<file path="config.mk">
export PLATFORM = sky130hd
export DESIGN_NAME = ext_bus_strobe
export DESIGN_NICKNAME = d
export VERILOG_FILES = /design/src/rtl/ext_bus_pkg.sv /design/src/rtl/ext_bus_ctrl.sv /design/src/rtl/ext_bus_data.sv /design/src/rtl/ext_bus_strobe.sv
export SDC_FILE = /design/constraint.sdc
export NUM_CORES = 1
export LEC_CHECK = 0
export CAP_MARGIN = 20
export CORE_UTILIZATION = 41
export CTS_BUF_LIST = sky130_fd_sc_hd__clkbuf_4 sky130_fd_sc_hd__clkbuf_8 sky130_fd_sc_hd__clkbuf_16
export CTS_CLUSTER_DIAMETER = 60
export DETAILED_ROUTE_END_ITERATION = 12
export HOLD_SLACK_MARGIN = 0.03
export PLACE_DENSITY = 0.83
export SLEW_MARGIN = 10
export SYNTH_ARGS = -nofsm -noshare
export SYNTH_HDL_FRONTEND = slang
export SYNTH_SLANG_ARGS = --single-unit
</file>
<file path="constraint.sdc">
create_clock -name clk -period 2 [get_ports clk]
set_clock_uncertainty 0.15 [all_clocks]
set_input_delay 0.4 -clock clk [delete_from_list [all_inputs] [get_ports clk]]
set_output_delay 0.4 -clock clk [all_outputs]
set_load 0.01 [all_outputs]
</file>
<file path="src/rtl/ext_bus_pkg.sv">
package ext_bus_pkg;
  typedef struct packed {
    logic rstHold;    // block is in reset: force the port to ones
    logic addrPhase;  // present the low address byte
    logic drive;      // port output enable
    logic loadFrame;  // frame boundary: take new address and write data
    logic capture;    // last tick of a fetch: take the read byte
  } strobe_t;
endpackage

</file>
<file path="src/rtl/ext_bus_ctrl.sv">
module ext_bus_ctrl #(
  parameter int FRAME_TICKS  = 8,
  parameter int STROBE_TICKS = 3
) (
  input  logic clk,
  input  logic porRst,
  input  logic coreRst,
  input  logic modePin,
  input  logic latchOff,
  input  logic fetchReq,
  output logic ale,
  output logic psenN,
  output ext_bus_pkg::strobe_t strobes
);
  localparam int PHASE_W = $clog2(FRAME_TICKS);
  localparam int RUN_W   = $clog2(FRAME_TICKS + 1);
  localparam logic [PHASE_W-1:0] LAST_PHASE = PHASE_W'(FRAME_TICKS - 1);
  localparam logic [PHASE_W-1:0] STROBE_END = PHASE_W'(STROBE_TICKS);
  localparam logic [RUN_W-1:0]   RUN_MAX    = RUN_W'(FRAME_TICKS);
  localparam logic [RUN_W-1:0]   RUN_LIMIT  = RUN_W'(STROBE_TICKS);

  logic inReset;
  logic demuxMode;
  logic actFetch;
  logic [PHASE_W-1:0] phase;
  logic frameEnd;
  logic strobeWin;

  assign inReset   = porRst | coreRst;
  assign frameEnd  = (phase == LAST_PHASE);
  assign strobeWin = (phase < STROBE_END);

  // mode latch: open only during power-on reset
  always_ff @(posedge clk) begin
    if (porRst) demuxMode <= modePin;
  end

  always_ff @(posedge clk) begin
    if (inReset) begin
      phase    <= '0;
      actFetch <= 1'b0;
    end else if (frameEnd) begin
      phase    <= '0;
      actFetch <= fetchReq;
    end else begin
      phase <= phase + 1'b1;
    end
  end

  assign ale   = inReset | (demuxMode & latchOff) | strobeWin;
  assign psenN = ~(~inReset & actFetch & (phase > STROBE_END));

  always_comb begin
    strobes.rstHold   = inReset;
    strobes.addrPhase = ~inReset & ~demuxMode & strobeWin;
    strobes.drive     = inReset | ~(actFetch & (demuxMode | ~strobeWin));
    strobes.loadFrame = ~inReset & frameEnd;
    strobes.capture   = ~inReset & frameEnd & actFetch;
  end

  // checker state: length of the current strobe-high run in multiplexed mode
  logic [RUN_W-1:0] aleRun;
  always_ff @(posedge clk) begin
    if (inReset || demuxMode || !ale) aleRun <= '0;
    else if (aleRun != RUN_MAX)       aleRun <= aleRun + 1'b1;
  end

  assert_strobe_width_R1: assert property (@(posedge clk) disable iff (inReset)
    aleRun <= RUN_LIMIT);
  assert_mode_frozen_R2: assert property (@(posedge clk) disable iff (porRst)
    !$past(porRst) |-> $stable(demuxMode));
  assert_reset_strobe_R5: assert property (@(posedge clk)
    inReset |-> (ale && psenN));
  assert_enable_clear_of_strobe_R7: assert property (@(posedge clk) disable iff (inReset)
    (!psenN && !demuxMode) |-> !ale);
endmodule

</file>
<file path="src/rtl/ext_bus_data.sv">
module ext_bus_data #(
  parameter int DATA_W = 8
) (
  input  logic clk,
  input  ext_bus_pkg::strobe_t strobes,
  input  logic [DATA_W-1:0] addrLowIn,
  input  logic [DATA_W-1:0] wrData,
  input  logic [DATA_W-1:0] portIn,
  output logic [DATA_W-1:0] portOut,
  output logic portOe,
  output logic [DATA_W-1:0] rdData
);
  logic [DATA_W-1:0] addrReg;
  logic [DATA_W-1:0] wrReg;

  always_ff @(posedge clk) begin
    if (strobes.rstHold) begin
      addrReg <= '0;
      wrReg   <= '0;
      rdData  <= '0;
    end else begin
      if (strobes.loadFrame) begin
        addrReg <= addrLowIn;
        wrReg   <= wrData;
      end
      if (strobes.capture) rdData <= portIn;
    end
  end

  always_comb begin
    if (strobes.rstHold)        portOut = '1;
    else if (strobes.addrPhase) portOut = addrReg;
    else                        portOut = wrReg;
  end
  assign portOe = strobes.drive;

  assert_no_drive_on_capture_R9: assert property (@(posedge clk) disable iff (strobes.rstHold)
    strobes.capture |-> !portOe);
  assert_read_hold_R9: assert property (@(posedge clk) disable iff (strobes.rstHold)
    !$past(strobes.capture) && !$past(strobes.rstHold) |-> $stable(rdData));
  assert_reset_ones_R10: assert property (@(posedge clk)
    strobes.rstHold |-> (portOut == '1 && portOe));
endmodule

</file>
<file path="src/rtl/ext_bus_strobe.sv">
module ext_bus_strobe #(
  parameter int ADDR_W       = 16,
  parameter int DATA_W       = 8,
  parameter int FRAME_TICKS  = 8,
  parameter int STROBE_TICKS = 3
) (
  input  logic              clk,
  input  logic              porRst,
  input  logic              coreRst,
  input  logic              modePin,
  input  logic              latchOff,
  input  logic              fetchReq,
  input  logic [ADDR_W-1:0] fetchAddr,
  input  logic [DATA_W-1:0] wrData,
  input  logic [DATA_W-1:0] portIn,
  output logic              ale,
  output logic              psenN,
  output logic [DATA_W-1:0] portOut,
  output logic              portOe,
  output logic [DATA_W-1:0] rdData
);
  ext_bus_pkg::strobe_t strobes;
  logic unusedAddrHigh;
  assign unusedAddrHigh = ^fetchAddr[ADDR_W-1:DATA_W];

  ext_bus_ctrl #(.FRAME_TICKS(FRAME_TICKS), .STROBE_TICKS(STROBE_TICKS)) ctrl (
    .clk(clk), .porRst(porRst), .coreRst(coreRst), .modePin(modePin),
    .latchOff(latchOff), .fetchReq(fetchReq), .ale(ale), .psenN(psenN),
    .strobes(strobes)
  );

  ext_bus_data #(.DATA_W(DATA_W)) data (
    .clk(clk), .strobes(strobes), .addrLowIn(fetchAddr[DATA_W-1:0]),
    .wrData(wrData), .portIn(portIn), .portOut(portOut), .portOe(portOe),
    .rdData(rdData)
  );
endmodule

</file>
==> flow_summary.toml <==
[global_route]
track_usage_pct = 19.9
antenna_found_initial = 0
overflow = 0
grt_pass1_wl_mm = 5.14
grt_pass1_vias = 1212
grt_max_degree = 29

[final_layout]
syn2layout_area_growth_pct = 52.0
fin_util_pct = 65.9
n_antenna_cell = 0
drive_above_1_share_pct = 26.3
nNetsFinal = 238
layoutNonFillerInstCount = 242
nFillCells = 274
final_area_um2 = 2010

[critical_path]
cp_max_fo = 2
cp.depth = 4
cp_common_cell = "ha_4"
slowest_delay_ns = 0.51
r2r-start = "ctrl.phase[0]$_SDFF_PP0_"
end_kind = "output pin"
worst_path_max_delay_cell = "or4b_4"
path_delay_family = "simple AND/OR/NAND/NOR gates"
cp.arrival_ns = 1.66
r2r_setup_slack_ns = 0.35
critPathLaunchType = "flip-flop"
crit_type = "flip-flop to output pin"
cp.required_ns = 1.45
rr_worst_depth = 6
critical_path_buf_inv_count = 1
crit_chain = "ha_4 > ha_4 > or4b_4 > buf_6"
reg2reg_to = "data.rdData[3]$_SDFFE_PP0P_"

[clocking]
clock-sinks = 29
clock_path_buffers = 2
cts-root-buf = "clkbuf_4"
numCtsBuffers = 5
cts.clk_slew.worst_paths_ns = 0.09
clkLatencyLatePin_ns = 0.32
htree_levels = 2
tritoncts = "built"

[timing]
worstMarginPinSlew_ns = 0.267
finalHoldViolations = 0
setup_tns_ns = -1.38
rsz0062_at_grt = "yes"
max_freq_mhz = 453
relSlewSlack_pct = 82.2
final_min_period_over_clock_period_pct = 110
setup_viol = 10
fin_ws_ns = -0.208
min_period_ns = 2.21
slew_violations = 0

[place]
io_buffers = 48
placed_cell_area_um2 = 1900
placed_cells = 230
dp_hpwl_mm = 2.22
gp_congestion = 0.734

[logic_synthesis]
syn-cell-area_um2 = 1320
synth-simple-area-share_pct = 17.3
yosysSeqAreaShare_pct = 44.7
ys_types = 19
synth-compound-area-share_pct = 10.7
synth-xor-area-share_pct = 0
synth-adder-area-share_pct = 2.84
syn_inst = 138
yosys_most_used_dff = "dfxtp_1"
synth_edf_count = 1
synth_top_family_by_area = "multiplexers"
syn_nets = 179
yosysTopAreaCell = "dfxtp_1"
synthTopCellsByArea = "dfxtp_1, mux2i_1, nor3_1"
synth.mux.area_fraction_pct = 18.9
synthArstFlopShare_pct = 0
synth_commonest_cells = "dfxtp_1, mux2i_1, nor3_1"
ys_warn_count = 0
netlist.area_leader.share_pct = 42.4
synth.most_common_cell = "dfxtp_1"
avgSynthCellArea_um2 = 9.58
ys_ff_latch = 29

[drt]
ant_nets = 0
dr_total_vias = 1224
drt_wl_total_mm = 3.18
drc_errors = 0
wl_per_cell_um = 13.1
drt_iter0_drc = 27
dr.pass1.iters = 4
viasPerCell = 5.06

[power_and_ir_drop]
vdd_drop_max_mv = 0.367
power_mw = 1.15
p_leak_nw = 0.730
p_per_area_nw_per_um2 = 574

[hold_path]
whs_endpoint = "data.wrReg[3]$_SDFFE_PP0P_"
holdPathStages = 2
min-delay-start = "data.wrReg[3]$_SDFFE_PP0P_"
hp-class = "flip-flop to flip-flop"

[floorplan]
start_util_pct = 43.3
die_x_um = 58.8
die_h_um = 58.8
core_um2 = 3050
rows = 20
die-area_um2 = 3460
ioPinCount = 57

[outcome]
status = "complete, but fails checks"
violations = "setup timing"

[run]
maxCapViolations = 0
-- placed cells by master, fill, tap and decap left out, drive strengths merged, types with 2 or more instances in the layout --
master / Yosys / routed
mux2i: 25 / 25
clkdlybuf4s50: 0 / 35
buf: 9 / 29
clkdlybuf4s15: 0 / 2
nand3: 8 / 8
dfxtp: 28 / 28
a21bo: 8 / 8
clkbuf: 5 / 8
nor3: 18 / 18
a21oi: 9 / 9
nor2: 17 / 17
ha: 3 / 3
-- layer usage --
| layer | share of wire, % | routed length (µm) | global-route usage [%] |
|---|---|---|---|
| met3 | 6.2 | 197 | 6.81 |
| met5 | 0 | 0 | 0 |
| met2 | 52 | 1660 | 37.2 |
| met1 | 40 | 1270 | 20.0 |
| met4 | 1.8 | 58 | 7.82 |
-- cell families (layout without fill, tap and decap cells) --
| logic type | count (synthesis) | count (layout) |
|---|---|---|
| AOI/OAI and AO/OA | 19 | 19 |
| and+or+nand+nor | 47 | 47 |
| adders and majority gates | 3 | 3 |
| buffers and inverters | 15 | 75 |
| muxes | 25 | 25 |
| DFF | 29 | 29 |
-- final cells by class --
type | count | area, µm² | area share [%]
Multi-Input combinational cell | 94 | 692 | 34.4
Timing Repair Buffer | 66 | 598 | 29.7
Sequential cell | 29 | 596 | 29.6
Clock buffer | 8 | 66.3 | 3.30
Tap cell | 44 | 55.1 | 2.74
Inverter | 1 | 3.75 | 0.187
-- timing repair --
action	CTS	global route
endpoints found under the setup margin	11	11
gates resized for setup	56	7
setup buffers	1	3
pin swaps	3	2
hold buffers	0	0
-- power breakdown --
part | internal, mW | switching [mW] | leakage (nW) | total, mW
sequential | 0.584 | 0.00363 | 0.237 | 0.587
combinational | 0.104 | 0.0640 | 0.454 | 0.168
clock | 0.200 | 0.199 | 0.0394 | 0.399
-- tightest hold or removal path: stages, from the launching register on --
cell,delay (ns)
dfxtp_1,0.34
mux2i_1,0.07
nor2_1,0.07
-- through the flow --
step,worst slack (ns),hold WS (ns)
floorplan,0.127,0.301
global placement,-0.621,0.326
detailed placement,-0.630,0.342
CTS,-0.198,0.370
global route,-0.286,0.394
finish,-0.208,0.358
-- how the worst max path moves through the flow --
stage / from / slack (ns) / end
CTS: ctrl.phase[1]$_SDFF_PP0_ / -0.20 / portOut[1]
global placement: coreRst / -0.62 / psenN
global route: ctrl.phase[1]$_SDFF_PP0_ / -0.29 / portOut[1]
floorplan: porRst / 0.13 / psenN
finish: ctrl.phase[0]$_SDFF_PP0_ / -0.21 / psenN
detailed placement: coreRst / -0.63 / psenN
-- flip-flops by register name (all words and copies together), names as in the netlist --
signal,flops
data.rdData,8
ctrl.phase,3
data.wrReg,8
data.addrReg,8
ctrl.demuxMode,1
ctrl.actFetch,1
Note: power is estimated with default switching activity, not from simulation.
